===== config.mk =====
export PLATFORM = sky130hd
export DESIGN_NAME = dual_synth_lock
export DESIGN_NICKNAME = d
export VERILOG_FILES = /design/src/rtl/dsd_pkg.sv /design/src/rtl/dsd_divider.sv /design/src/rtl/dsd_pfd.sv /design/src/rtl/dsd_lockdet.sv /design/src/rtl/dual_synth_lock.sv
export SDC_FILE = /design/constraint.sdc
export NUM_CORES = 1
export LEC_CHECK = 0
export BUFFER_PORTS_ARGS = -buffer_cell sky130_fd_sc_hd__buf_2
export CAP_MARGIN = 20
export CORE_MARGIN = 5
export CORE_UTILIZATION = 66
export DETAILED_ROUTE_END_ITERATION = 6
export MAX_ROUTING_LAYER = met4
export PLACE_DENSITY = 0.86
export SLEW_MARGIN = 20
export SYNTH_ARGS = -nofsm -noshare
export SYNTH_HDL_FRONTEND = slang
export SYNTH_SLANG_ARGS = --single-unit

===== constraint.sdc =====
create_clock -name clk -period 6.9 [get_ports clk]
set_input_delay 0.69 -clock clk [delete_from_list [all_inputs] [get_ports clk]]
set_output_delay 0.69 -clock clk [all_outputs]
set_load 0.02 [all_outputs]

===== src/rtl/dsd_pkg.sv =====
package dsd_pkg;

    localparam int NUM_LOOPS = 2;

    typedef struct packed {
        logic up;
        logic dn;
    } pump_req_t;

endpackage


===== src/rtl/dsd_divider.sv =====
module dsd_divider #(
    parameter int W = 8
) (
    input  logic         clk,
    input  logic         rst_n,
    input  logic         tick_i,
    input  logic [W-1:0] ratio_i,
    output logic         term_o
);

    typedef struct packed {
        logic         armed;
        logic [W-1:0] ratio;
        logic [W-1:0] cnt;
    } div_state_t;

    div_state_t   s_q, s_d;
    logic [W-1:0] last_idx;

    always_comb begin
        s_d      = s_q;
        term_o   = 1'b0;
        last_idx = s_q.ratio - W'(1);
        if (!s_q.armed) begin
            // first cycle out of reset: take the programmed ratio
            s_d.armed = 1'b1;
            s_d.ratio = ratio_i;
            s_d.cnt   = '0;
        end else if (tick_i) begin
            if (s_q.cnt == last_idx) begin
                term_o    = 1'b1;
                s_d.cnt   = '0;
                s_d.ratio = ratio_i;
            end else begin
                s_d.cnt = s_q.cnt + W'(1);
            end
        end
    end

    always_ff @(posedge clk or negedge rst_n) begin
        if (!rst_n) s_q <= '0;
        else        s_q <= s_d;
    end

endmodule


===== src/rtl/dsd_pfd.sv =====
module dsd_pfd
    import dsd_pkg::*;
(
    input  logic      clk,
    input  logic      rst_n,
    input  logic      ref_edge_i,
    input  logic      fb_edge_i,
    output pump_req_t pump_o,
    output logic      cmp_done_o
);

    pump_req_t s_q, s_d;
    logic      want_up, want_dn;

    always_comb begin
        want_up    = s_q.up | ref_edge_i;
        want_dn    = s_q.dn | fb_edge_i;
        cmp_done_o = want_up & want_dn;
        s_d.up     = want_up & ~cmp_done_o;
        s_d.dn     = want_dn & ~cmp_done_o;
        pump_o     = s_q;
    end

    always_ff @(posedge clk or negedge rst_n) begin
        if (!rst_n) s_q <= '0;
        else        s_q <= s_d;
    end

endmodule


===== src/rtl/dsd_lockdet.sv =====
module dsd_lockdet
    import dsd_pkg::*;
#(
    parameter int PULSE_TH = 4,
    parameter int LOCK_CYC = 16
) (
    input  logic      clk,
    input  logic      rst_n,
    input  pump_req_t pump_i,
    input  logic      cmp_done_i,
    output logic      locked_o
);

    localparam int WW = $clog2(PULSE_TH + 1);
    localparam int CW = $clog2(LOCK_CYC + 1);
    localparam logic [WW:0]   TH_X  = (WW + 1)'(PULSE_TH);
    localparam logic [WW-1:0] W_SAT = WW'(PULSE_TH);
    localparam logic [CW-1:0] LC_X  = CW'(LOCK_CYC);

    typedef struct packed {
        logic [WW-1:0] width;
        logic [CW-1:0] good;
    } lk_state_t;

    lk_state_t s_q, s_d;
    logic      active, too_wide;

    always_comb begin
        s_d      = s_q;
        active   = pump_i.up | pump_i.dn;
        too_wide = active && (({1'b0, s_q.width} + (WW + 1)'(1)) >= TH_X);

        if (cmp_done_i)
            s_d.width = '0;
        else if (active && s_q.width != W_SAT)
            s_d.width = s_q.width + WW'(1);

        if (too_wide)
            s_d.good = '0;
        else if (cmp_done_i && s_q.good != LC_X)
            s_d.good = s_q.good + CW'(1);

        locked_o = (s_q.good == LC_X);
    end

    always_ff @(posedge clk or negedge rst_n) begin
        if (!rst_n) s_q <= '0;
        else        s_q <= s_d;
    end

endmodule


===== src/rtl/dual_synth_lock.sv =====
module dual_synth_lock
    import dsd_pkg::*;
#(
    parameter int REF_W       = 10,
    parameter int MAIN1_RATIO = 1120,
    parameter int PRESCALE    = 4,
    parameter int MAIN2_W     = 12,
    parameter int PULSE_TH    = 4,
    parameter int LOCK_CYC    = 16
) (
    input  logic               clk,
    input  logic               rst_n,
    input  logic               xtal_tick,
    input  logic               vco1_tick,
    input  logic               vco2_tick,
    input  logic [REF_W-1:0]   ref1_div,
    input  logic [REF_W-1:0]   ref2_div,
    input  logic [MAIN2_W-1:0] main2_div,
    output logic               up1,
    output logic               dn1,
    output logic               up2,
    output logic               dn2,
    output logic               lock
);

    localparam int M1_W  = $clog2(MAIN1_RATIO + 1);
    localparam int PRE_W = $clog2(PRESCALE + 1);

    logic [REF_W-1:0]     ref_ratio [NUM_LOOPS];
    logic [NUM_LOOPS-1:0] ref_edge, fb_edge, cmp_done, loop_locked;
    pump_req_t            pump [NUM_LOOPS];
    logic                 pre_tick;

    assign ref_ratio[0] = ref1_div;
    assign ref_ratio[1] = ref2_div;

    // first loop: fixed feedback ratio
    dsd_divider #(.W(M1_W)) u_main1 (
        .clk    (clk),
        .rst_n  (rst_n),
        .tick_i (vco1_tick),
        .ratio_i(M1_W'(MAIN1_RATIO)),
        .term_o (fb_edge[0])
    );

    // second loop: prescaler then programmable divider
    if (PRESCALE > 1) begin : g_pre
        dsd_divider #(.W(PRE_W)) u_pre (
            .clk    (clk),
            .rst_n  (rst_n),
            .tick_i (vco2_tick),
            .ratio_i(PRE_W'(PRESCALE)),
            .term_o (pre_tick)
        );
    end else begin : g_nopre
        assign pre_tick = vco2_tick;
    end

    dsd_divider #(.W(MAIN2_W)) u_main2 (
        .clk    (clk),
        .rst_n  (rst_n),
        .tick_i (pre_tick),
        .ratio_i(main2_div),
        .term_o (fb_edge[1])
    );

    for (genvar gi = 0; gi < NUM_LOOPS; gi++) begin : g_loop
        dsd_divider #(.W(REF_W)) u_ref (
            .clk    (clk),
            .rst_n  (rst_n),
            .tick_i (xtal_tick),
            .ratio_i(ref_ratio[gi]),
            .term_o (ref_edge[gi])
        );

        dsd_pfd u_pfd (
            .clk       (clk),
            .rst_n     (rst_n),
            .ref_edge_i(ref_edge[gi]),
            .fb_edge_i (fb_edge[gi]),
            .pump_o    (pump[gi]),
            .cmp_done_o(cmp_done[gi])
        );

        dsd_lockdet #(.PULSE_TH(PULSE_TH), .LOCK_CYC(LOCK_CYC)) u_lock (
            .clk       (clk),
            .rst_n     (rst_n),
            .pump_i    (pump[gi]),
            .cmp_done_i(cmp_done[gi]),
            .locked_o  (loop_locked[gi])
        );
    end

    assign up1  = pump[0].up;
    assign dn1  = pump[0].dn;
    assign up2  = pump[1].up;
    assign dn2  = pump[1].dn;
    assign lock = &loop_locked;

endmodule


# Word-level counts from Yosys, hierarchy flattened
# Cells that the tools add are included.
dict set report totals {
  input_bits 37
  latch_bits 0
  reg_bits 113
  ramBits 0
  rom_bits 0
  n_memories 0
}
dict set report classes {
  order_cmp 2
  n_reduce_logical 16
  n_eq_ne 20
  n_mux 43
  div_mod_pow 0
  bitwise 14
  n_mul 0
  n_shift 0
  add_sub_neg 16
}
# op n
set ops {}
lappend ops {{2-to-1 mux 20 bit} 4}
lappend ops {{2-to-1 mux 24 bit} 2}
lappend ops {{2-to-1 mux 22 bit} 2}
lappend ops {{2-to-1 mux 10 bit} 4}
lappend ops {{2-to-1 mux 12 bit} 2}
lappend ops {{2-to-1 mux 11 bit} 2}
lappend ops {{adder 10 x 1 -> 10 bit, second input constant} 2}
lappend ops {{equality test 10 bit} 2}
lappend ops {{2-to-1 mux 5 bit} 4}
lappend ops {{subtractor 10 x 1 -> 10 bit, second input constant} 2}
lappend ops {{2-to-1 mux 3 bit} 6}
lappend ops {{!= test 2 bit, second input constant} 8}
lappend ops {{2-to-1 mux 1 bit} 15}
lappend ops {{adder 12 x 1 -> 12 bit, second input constant} 1}
lappend ops {{equality test 12 bit} 1}
lappend ops {{2-to-1 mux 6 bit} 2}
lappend ops {{AND reduction 2 bit} 6}
lappend ops {{subtractor 12 x 1 -> 12 bit, second input constant} 1}
lappend ops {{adder 11 x 1 -> 11 bit, second input constant} 1}
lappend ops {{equality test 11 bit} 1}
lappend ops {{subtractor 11 x 1 -> 11 bit, second input constant} 1}
lappend ops {{adder 5 x 1 -> 5 bit, second input constant} 2}
lappend ops {{equality test 5 bit, second input constant} 2}
lappend ops {{!= test 5 bit, second input constant} 2}
lappend ops {{other kinds (12)} 36}

# Logic depth before layout (Yosys ltp)
# Gate-level depths: netlist of run 1.
dict set report logic_depth {
  ltp_word 12
  depth_mapped 13
}

# Hierarchy
# From an unflattened synthesis of run 1, not the netlist that was laid out.
dict set report unflattened {
  cells_unflattened 710
  hier_area_um2 7343.3
}
# module area_each_um2 instances seq_area_each_um2 cells_each
set by_module_without_submodules {}
lappend by_module_without_submodules {{dsd_divider (g_loop[0].u_ref ...)} 1328.8 2 525.5 127}
lappend by_module_without_submodules {{dsd_divider (u_main2)} 1661.6 1 625.6 167}
lappend by_module_without_submodules {{dsd_divider (u_main1)} 1532.7 1 575.6 146}
lappend by_module_without_submodules {dsd_lockdet 473.0 2 200.2 47}
lappend by_module_without_submodules {{dsd_divider (g_pre.u_pre)} 389.1 1 175.2 32}
lappend by_module_without_submodules {dsd_pfd 71.3 2 50.0 7}
lappend by_module_without_submodules {dual_synth_lock 13.8 1 0.0 3}

# Worst setup path after synthesis of run 1
# No wires, ideal clock.
dict set report synth_path {
  path_type {register -> register}
  startpoint {reg u_main2.s_q[12] (netlist bit)}
  endpoint {reg u_main2.s_q[14] (netlist bit)}
  t_arrival_ps 2979
  setup_slack_ps 3796
  required_time_ps 6775
  n_path_buf 3
  stages_incl_launch_ff 13
  path_cell_list {dfrtp_1 clkbuf_1 inv_1 ha_1 buf_2 or3b_2 or3_1 a32oi_1 nand3_1 or3_1 o21ai_2 buf_6 mux2_2}
}
dict set report synth_via {
  elab_chain_len 4
}
# item line_no
set synth_lines {}
lappend synth_lines {{start: declaration} dsd_divider.sv:17} ;# div_state_t s_q, s_d;
lappend synth_lines {{start signal: assignment} dsd_divider.sv:41} ;# if (!rst_n) s_q <= '0;
lappend synth_lines {{start signal: assignment} dsd_divider.sv:42} ;# else s_q <= s_d;
lappend synth_lines {{subtractor 12 x 1 -> 12 bit} dsd_divider.sv:23} ;# last_idx = s_q.ratio - W'(1);
lappend synth_lines {{equality test 12 bit} dsd_divider.sv:30} ;# if (s_q.cnt == last_idx) begin
lappend synth_lines {{!= test 2 bit (no line)} -}
lappend synth_lines {{AND reduction 2 bit (no line)} -}
# No other way between the ends.
# A chain may end at the register's enable or synchronous reset.

# Worst setup path after layout of run 1
# Ends and elaborated chain as after synthesis.

==> flow_metrics.tcl, run 1 <==
set metrics [dict create \
    cts_tree "done" \
    synthDistinctLibCells 67 \
    rows 34 \
    worstHoldPathType "in2async" \
    syn_nets 670 \
    worst_setup_path_start_kind "register" \
    outcome "complete, no violations" \
    antenna_found_initial 0 \
    port_buffers 41 \
    hold_violations 0 \
    p_total_mw 1.30 \
    fin_skew_ns 0.0137 \
    synth.most_common_cell "dfrtp_1" \
    die_y_um 105 \
    max_clock_freq_mhz 264 \
    cts_sinks 101 \
    syn_inst 617 \
    reg2reg_depth 9 \
    rr_endpoint "u_main2.s_q[14]" \
    drt-vias-per-instance 6.00 \
    synth.cells.most_frequent "dfrtp_1 (101), nor2_1 (64), nand2_1 (39)" \
    num_antenna_cells 0 \
    p_leak_nw 2.70 \
    slew_violations 0 \
    period_needed_ns 3.79 \
    fin_crit_sh_pct 54.9 \
    synth_top_area_share_pct 42.9 \
    max_slew_margin_pct 33.1 \
    hpwlAfterDp_um 8430 \
    first_iter_violations 207 \
    drive_above_1_share_pct 14.5 \
    synth_seq_cells 101 \
    die_w_um 105 \
    place.gp.congestion 0.860 \
    ys_top_cells_by_area "dfrtp_1 (43%), xor2_1 (5.6%), mux2_2 (5.0%)" \
    r2r-start "u_main2.s_q[12]" \
    end_kind "register" \
    start_util_pct 67.6 \
    worst_slew_pin_slew_ns 1.00 \
    num_vias 4543 \
    ctsResizeCount 0 \
    grt_max_degree 70 \
    wire_per_inst_um 15.4 \
    post_cts_buffers 0 \
    avgSynthCellArea_um2 9.56 \
    clockBufferDepth 2 \
    powerDensity_nw_per_um2 205 \
    totalWireLength_um 11700 \
    synth_edf_count 0 \
    grt_pass1_vias 4419 \
    firstDrtPassIters 5 \
    peakVddDrop_uv 153 \
    synth-main-ff-cell "dfrtp_1" \
    grt_util_all_layers_pct 22.7 \
    synthArstFlopShare_pct 100 \
    synth.largest_area_cell "dfrtp_1" \
    ctsHoldBuffers 0 \
    syn2layout_area_growth_pct 7.19 \
    synth-seq-area-share_pct 42.9 \
    seq_area_um2 2530 \
    core_um2 8720 \
    crit_fanout 22 \
    stdcell_area_um2 6320 \
    grt_overflow 0 \
    io_pins 42 \
    grt_first_pass_wirelength_um 20300 \
    critical_path_arrival_ns 4.05 \
    nNetsFinal 697 \
    setup_viol 0 \
    antenna_left 0 \
    ys_warn_count 0 \
    multi_input_area_um2 3140 \
    syn_area_um2 5900 \
    maxCapViolCount 0 \
    rsz0062_at_grt "no" \
    critPathKind "reg2reg" \
    place_area_um2 6120 \
    fillers 622 \
    cts-root-buf "clkbuf_8" \
    ff2ff_setup_slack_ns 3.11 \
    clk_pin_slew_worst_paths_ns 0.10 \
    htreeDepth 3 \
    cts_buffers 9 \
    fin_util_pct 72.5 \
    clk_latency_ns 0.37 \
    tns_ns 0 \
    drc 0 \
    required_ns 7.16 \
    dieArea_um2 10900 \
]
-- worst max-delay path by stage --
stage / cells after the start / slack (ns) / from / endpoint
5_1_grt: 9 / 2.91 / u_main2.s_q[12] / u_main2.s_q[12]
2_1_floorplan: 12 / 3.80 / u_main2.s_q[12] / u_main2.s_q[14]
3_3_place_gp: 9 / 3.24 / u_main2.s_q[12] / u_main2.s_q[13]
6_report: 9 / 3.11 / u_main2.s_q[12] / u_main2.s_q[14]
3_5_place_dp: 9 / 3.15 / u_main2.s_q[12] / u_main2.s_q[14]
4_1_cts: 9 / 3.12 / u_main2.s_q[12] / u_main2.s_q[14]
-- area by class of cell --
type	count	share of cell area, %
clock inverter	7	1.07
multi-input combinational	461	49.7
sequential	101	40.0
inverter	29	1.72
tap	108	2.14
clock buffer	9	1.96
timing repair buffer	42	3.41
-- power by group --
group | internal [mW] | switching (mW) | total [mW]
clock | 0.141 | 0.223 | 0.363
combinational | 0.110 | 0.129 | 0.239
sequential | 0.635 | 0.0617 | 0.696
total | 0.886 | 0.413 | 1.30
-- critical path, cell delays in order (launching register included) --
cell and delay [ns]:
dfrtp_1 0.48, inv_1 0.10, ha_1 0.33, or3b_2 0.49
or3_1 0.35, a32oi_1 0.23, nand3_1 0.10, or3_1 0.37
o21ai_2 0.79, mux2_2 0.42
-- metrics by stage --
step | hold slack [ns] | setup WS, ns | std cells
2_1_floorplan | 0.394 | 3.80 | 617
3_3_place_gp | 0.484 | 3.24 | 741
3_5_place_dp | 0.482 | 3.15 | 741
4_1_cts | 0.240 | 3.12 | 757
5_1_grt | 0.253 | 2.91 | 757
6_report | 0.237 | 3.11 | 757
-- registers in the layout, indices dropped and copies added (netlist names) --
| signal | flops |
|---|---|
| g_loop.u_ref.s_q | 41 |
| u_main2.s_q | 24 |
| g_loop.u_lock.s_q | 16 |
| u_main1.s_q | 12 |
| g_loop.u_pfd.pump_o | 4 |
| g_pre.u_pre.s_q | 4 |
-- cell usage in the layout (no fill, tap or decap), drive strengths merged, types with 10 or more instances in the layout --
cell type	n
mux2	30
xnor2	32
a21oi	22
ha	16
xor2	38
and3	10
buf	42
nand3	37
inv	32
nand2b	12
nand2	39
nor2	64
nor3	21
o21ai	22
dfrtp	101
nand4	10
-- kinds of logic (layout without fill, tap and decap cells) --
| family | after synthesis | after routing | share of synthesized area (%) |
|---|---|---|---|
| AO/OA/AOI/OAI | 93 | 93 | 10.8 |
| XOR/XNOR | 70 | 70 | 10.4 |
| adder cells (fa/ha/maj) | 16 | 16 | 3.40 |
| buffers and inverters | 55 | 87 | 3.95 |
| flip-flops | 101 | 101 | 42.9 |
| multiplexers | 37 | 37 | 6.92 |
| other | 1 | 1 | 0.0636 |
| AND/OR/NAND/NOR | 244 | 244 | 21.6 |
-- per-layer routing --
metal	track usage [%]	wire (um)	part of all wire, %	vias up
li1	-	-	-	2227
met1	28.0	5010	43	2185
met2	38.1	5990	51	103
met3	3.85	437	3.7	28
met4	7.31	260	2.2	0
met5	-	0	0	-
No activity file was read; power rests on OpenSTA's default activity.
==> run 2, diff against run 1 <==
--- a/config.mk
+++ b/config.mk
@@ -8,10 +8,10 @@
 export BUFFER_PORTS_ARGS = -buffer_cell sky130_fd_sc_hd__buf_2
 export CAP_MARGIN = 20
 export CORE_MARGIN = 5
-export CORE_UTILIZATION = 66
+export CORE_UTILIZATION = 55
 export DETAILED_ROUTE_END_ITERATION = 6
 export MAX_ROUTING_LAYER = met4
-export PLACE_DENSITY = 0.86
+export PLACE_DENSITY = 0.77
 export SLEW_MARGIN = 20
 export SYNTH_ARGS = -nofsm -noshare
 export SYNTH_HDL_FRONTEND = slang
==> constraint.sdc (replaced) <==
create_clock -name clk -period 3.2 [get_ports clk]
set_input_delay 0.32 -clock clk [delete_from_list [all_inputs] [get_ports clk]]
set_output_delay 0.32 -clock clk [all_outputs]
set_load 0.02 [all_outputs]
==> run 2 against run 1 <==
The flow now finishes with violations (negative hold slack); via count is 1.4% higher; first-iteration DRC count is 37% higher; register-to-register slack worse by 2.9 ns; total power is 110% higher; non-clock buffer count is 10 higher; largest power group unchanged.
==> flow_metrics.tcl, run 2 (synthesized netlist as in run 1, its figures left out) <==
set metrics [dict create \
    fin_skew_ns 0.0143 \
    top_layer "met4" \
    io_pins 42 \
    instances_no_fill 795 \
    port_buffers 41 \
    p_sw_share_pct 31.3 \
    layout_commonest_cell "dfrtp_1" \
    start_util_pct 56.9 \
    worstHoldPathType "in2async" \
    met2WireLength_um 6020 \
    drc 0 \
    largestRegisters "g_loop.u_ref.s_q (41), u_main2.s_q (24), g_loop.u_lock.s_q (16)" \
    p_leak_nw 2.74 \
    grt_util_all_layers_pct 20.1 \
    hpwlAfterDp_um 8820 \
    p_int_mw 1.91 \
    syn2layout_area_growth_pct 9.10 \
    cts_buffers 9 \
    first_iter_violations 284 \
    core_um2 10400 \
    fin_crit_sh_pct 93.4 \
    p_comb_share_pct 19.3 \
    cts-root-buf "clkbuf_8" \
    required_ns 3.48 \
    rsz0062_at_grt "no" \
    drive_above_1_share_pct 15.8 \
    place.gp.congestion 0.899 \
    ctsResizeCount 0 \
    powerDensity_nw_per_um2 432 \
    antenna_found_initial 0 \
    dieArea_um2 12900 \
    max_clock_freq_mhz 335 \
    maxCapViolCount 0 \
    p_total_mw 2.78 \
    layout_setup_ws_ns 0.212 \
    clkPwrFrac_pct 27.1 \
    grt_max_degree 62 \
    holdWs_ns -0.000714 \
    fin_util_pct 62.0 \
    worst_setup_path_start_kind "register" \
    critPathKind "reg2reg" \
    cts_tree "done" \
    fillers 877 \
    routed-wl-met3_um 428 \
    hold_violations 2 \
    rows 37 \
    drt-vias-per-instance 5.79 \
    nNetsFinal 707 \
    tns_ns 0 \
    num_vias 4607 \
    critical_path_arrival_ns 3.27 \
    htreeDepth 3 \
    largest_reg_flops 41 \
    clk_latency_ns 0.39 \
    cts_sinks 101 \
    slew_violations 0 \
    die_y_um 114 \
    totalWireLength_um 11800 \
    met1_length_um 5200 \
    max_slew_margin_pct 49.5 \
    grt_pass1_vias 4680 \
    firstDrtPassIters 4 \
    dpl.cell_count 779 \
    clockBufferDepth 2 \
    peakVddDrop_uv 236 \
    period_needed_ns 2.99 \
    setup_viol 0 \
    outcome "finished with violations" \
    clk_pin_slew_worst_paths_ns 0.10 \
    pwr-share-seq_pct 53.6 \
    end_kind "register" \
    antenna_left 0 \
    grt_first_pass_wirelength_um 20800 \
    die_w_um 114 \
    num_antenna_cells 0 \
    grt_overflow 0 \
    crit_fanout 14 \
    post-place-ws_ns 0.142 \
    p_sw_uw 870 \
    worst_slew_pin_slew_ns 0.758 \
    post_cts_buffers 0 \
    violations "negative hold slack" \
    wire_per_inst_um 14.9 \
    ctsHoldBuffers 0 \
    registers.top_by_ff_count "g_loop.u_ref.s_q" \
    layout_common_cells "dfrtp_1 (101), nor2_1 (64), buf_2 (40), nand2_1 (39), xor2_1 (38)" \
]
-- run 2: power by group through the flow --
stage               clock network, mW  logic, mW  registers, mW
floorplan                           0      0.421           1.47
global placement                    0      0.510           1.51
detailed placement                  0      0.541           1.51
CTS                             0.776      0.541           1.49
global route                    0.831      0.609           1.51
finish                          0.752      0.535           1.49
-- run 2: worst paths after layout --
path	endpoint	slack [ns]	from	cells after the start
setup / recovery	g_loop[1].u_ref.s_q[19]	0.21	g_loop[1].u_ref.s_q[12]	6
hold / removal	u_main2.s_q[11]	-0.0007	rst_n	1
setup reg to reg	g_loop[1].u_ref.s_q[19]	0.21	g_loop[1].u_ref.s_q[12]	6
hold reg to reg	u_main1.s_q[17]	0.52	u_main1.s_q[17]	1
max in group asynchronous	u_main2.s_q[22]	2.43	rst_n	2
min in group clk	g_loop[1].u_ref.s_q[11]	0.14	ref2_div[1]	3
-- run 2: critical path, stage by stage, from the launching register on --
cell       delay (ns)
dfrtp_1          0.47
or4_1            0.54
a2111oi_0        0.36
nor3_1           0.14
or4_1            0.60
o21ai_4          0.38
mux2_2           0.38
-- run 2: metal layers --
metal | vias up | GRT usage (%)
met4 | 0 | 8.25
met5 | - | -
met3 | 15 | 2.86
li1 | 2252 | -
met1 | 2250 | 23.9
met2 | 90 | 34.2
-- run 2: area by class of cell --
class                   count  area, um2  area share [%]
inverters                  29        109            1.69
multi-input cells         461       3150            48.9
flip-flops and latches    101       2530            39.3
repair buffers             52        303            4.71
clock buffers              10        128            1.98
well taps                 136        170            2.65
clock inverters             6       47.5           0.739
-- run 2: metrics by stage --
step                      hold WS (ns)  cell area (um2)
after global routing            0.0604             6430
after floorplan                 0.0244             5900
final                        -0.000714             6430
after global placement           0.438             6240
after detailed placement         0.448             6240
after CTS                       0.0165             6420
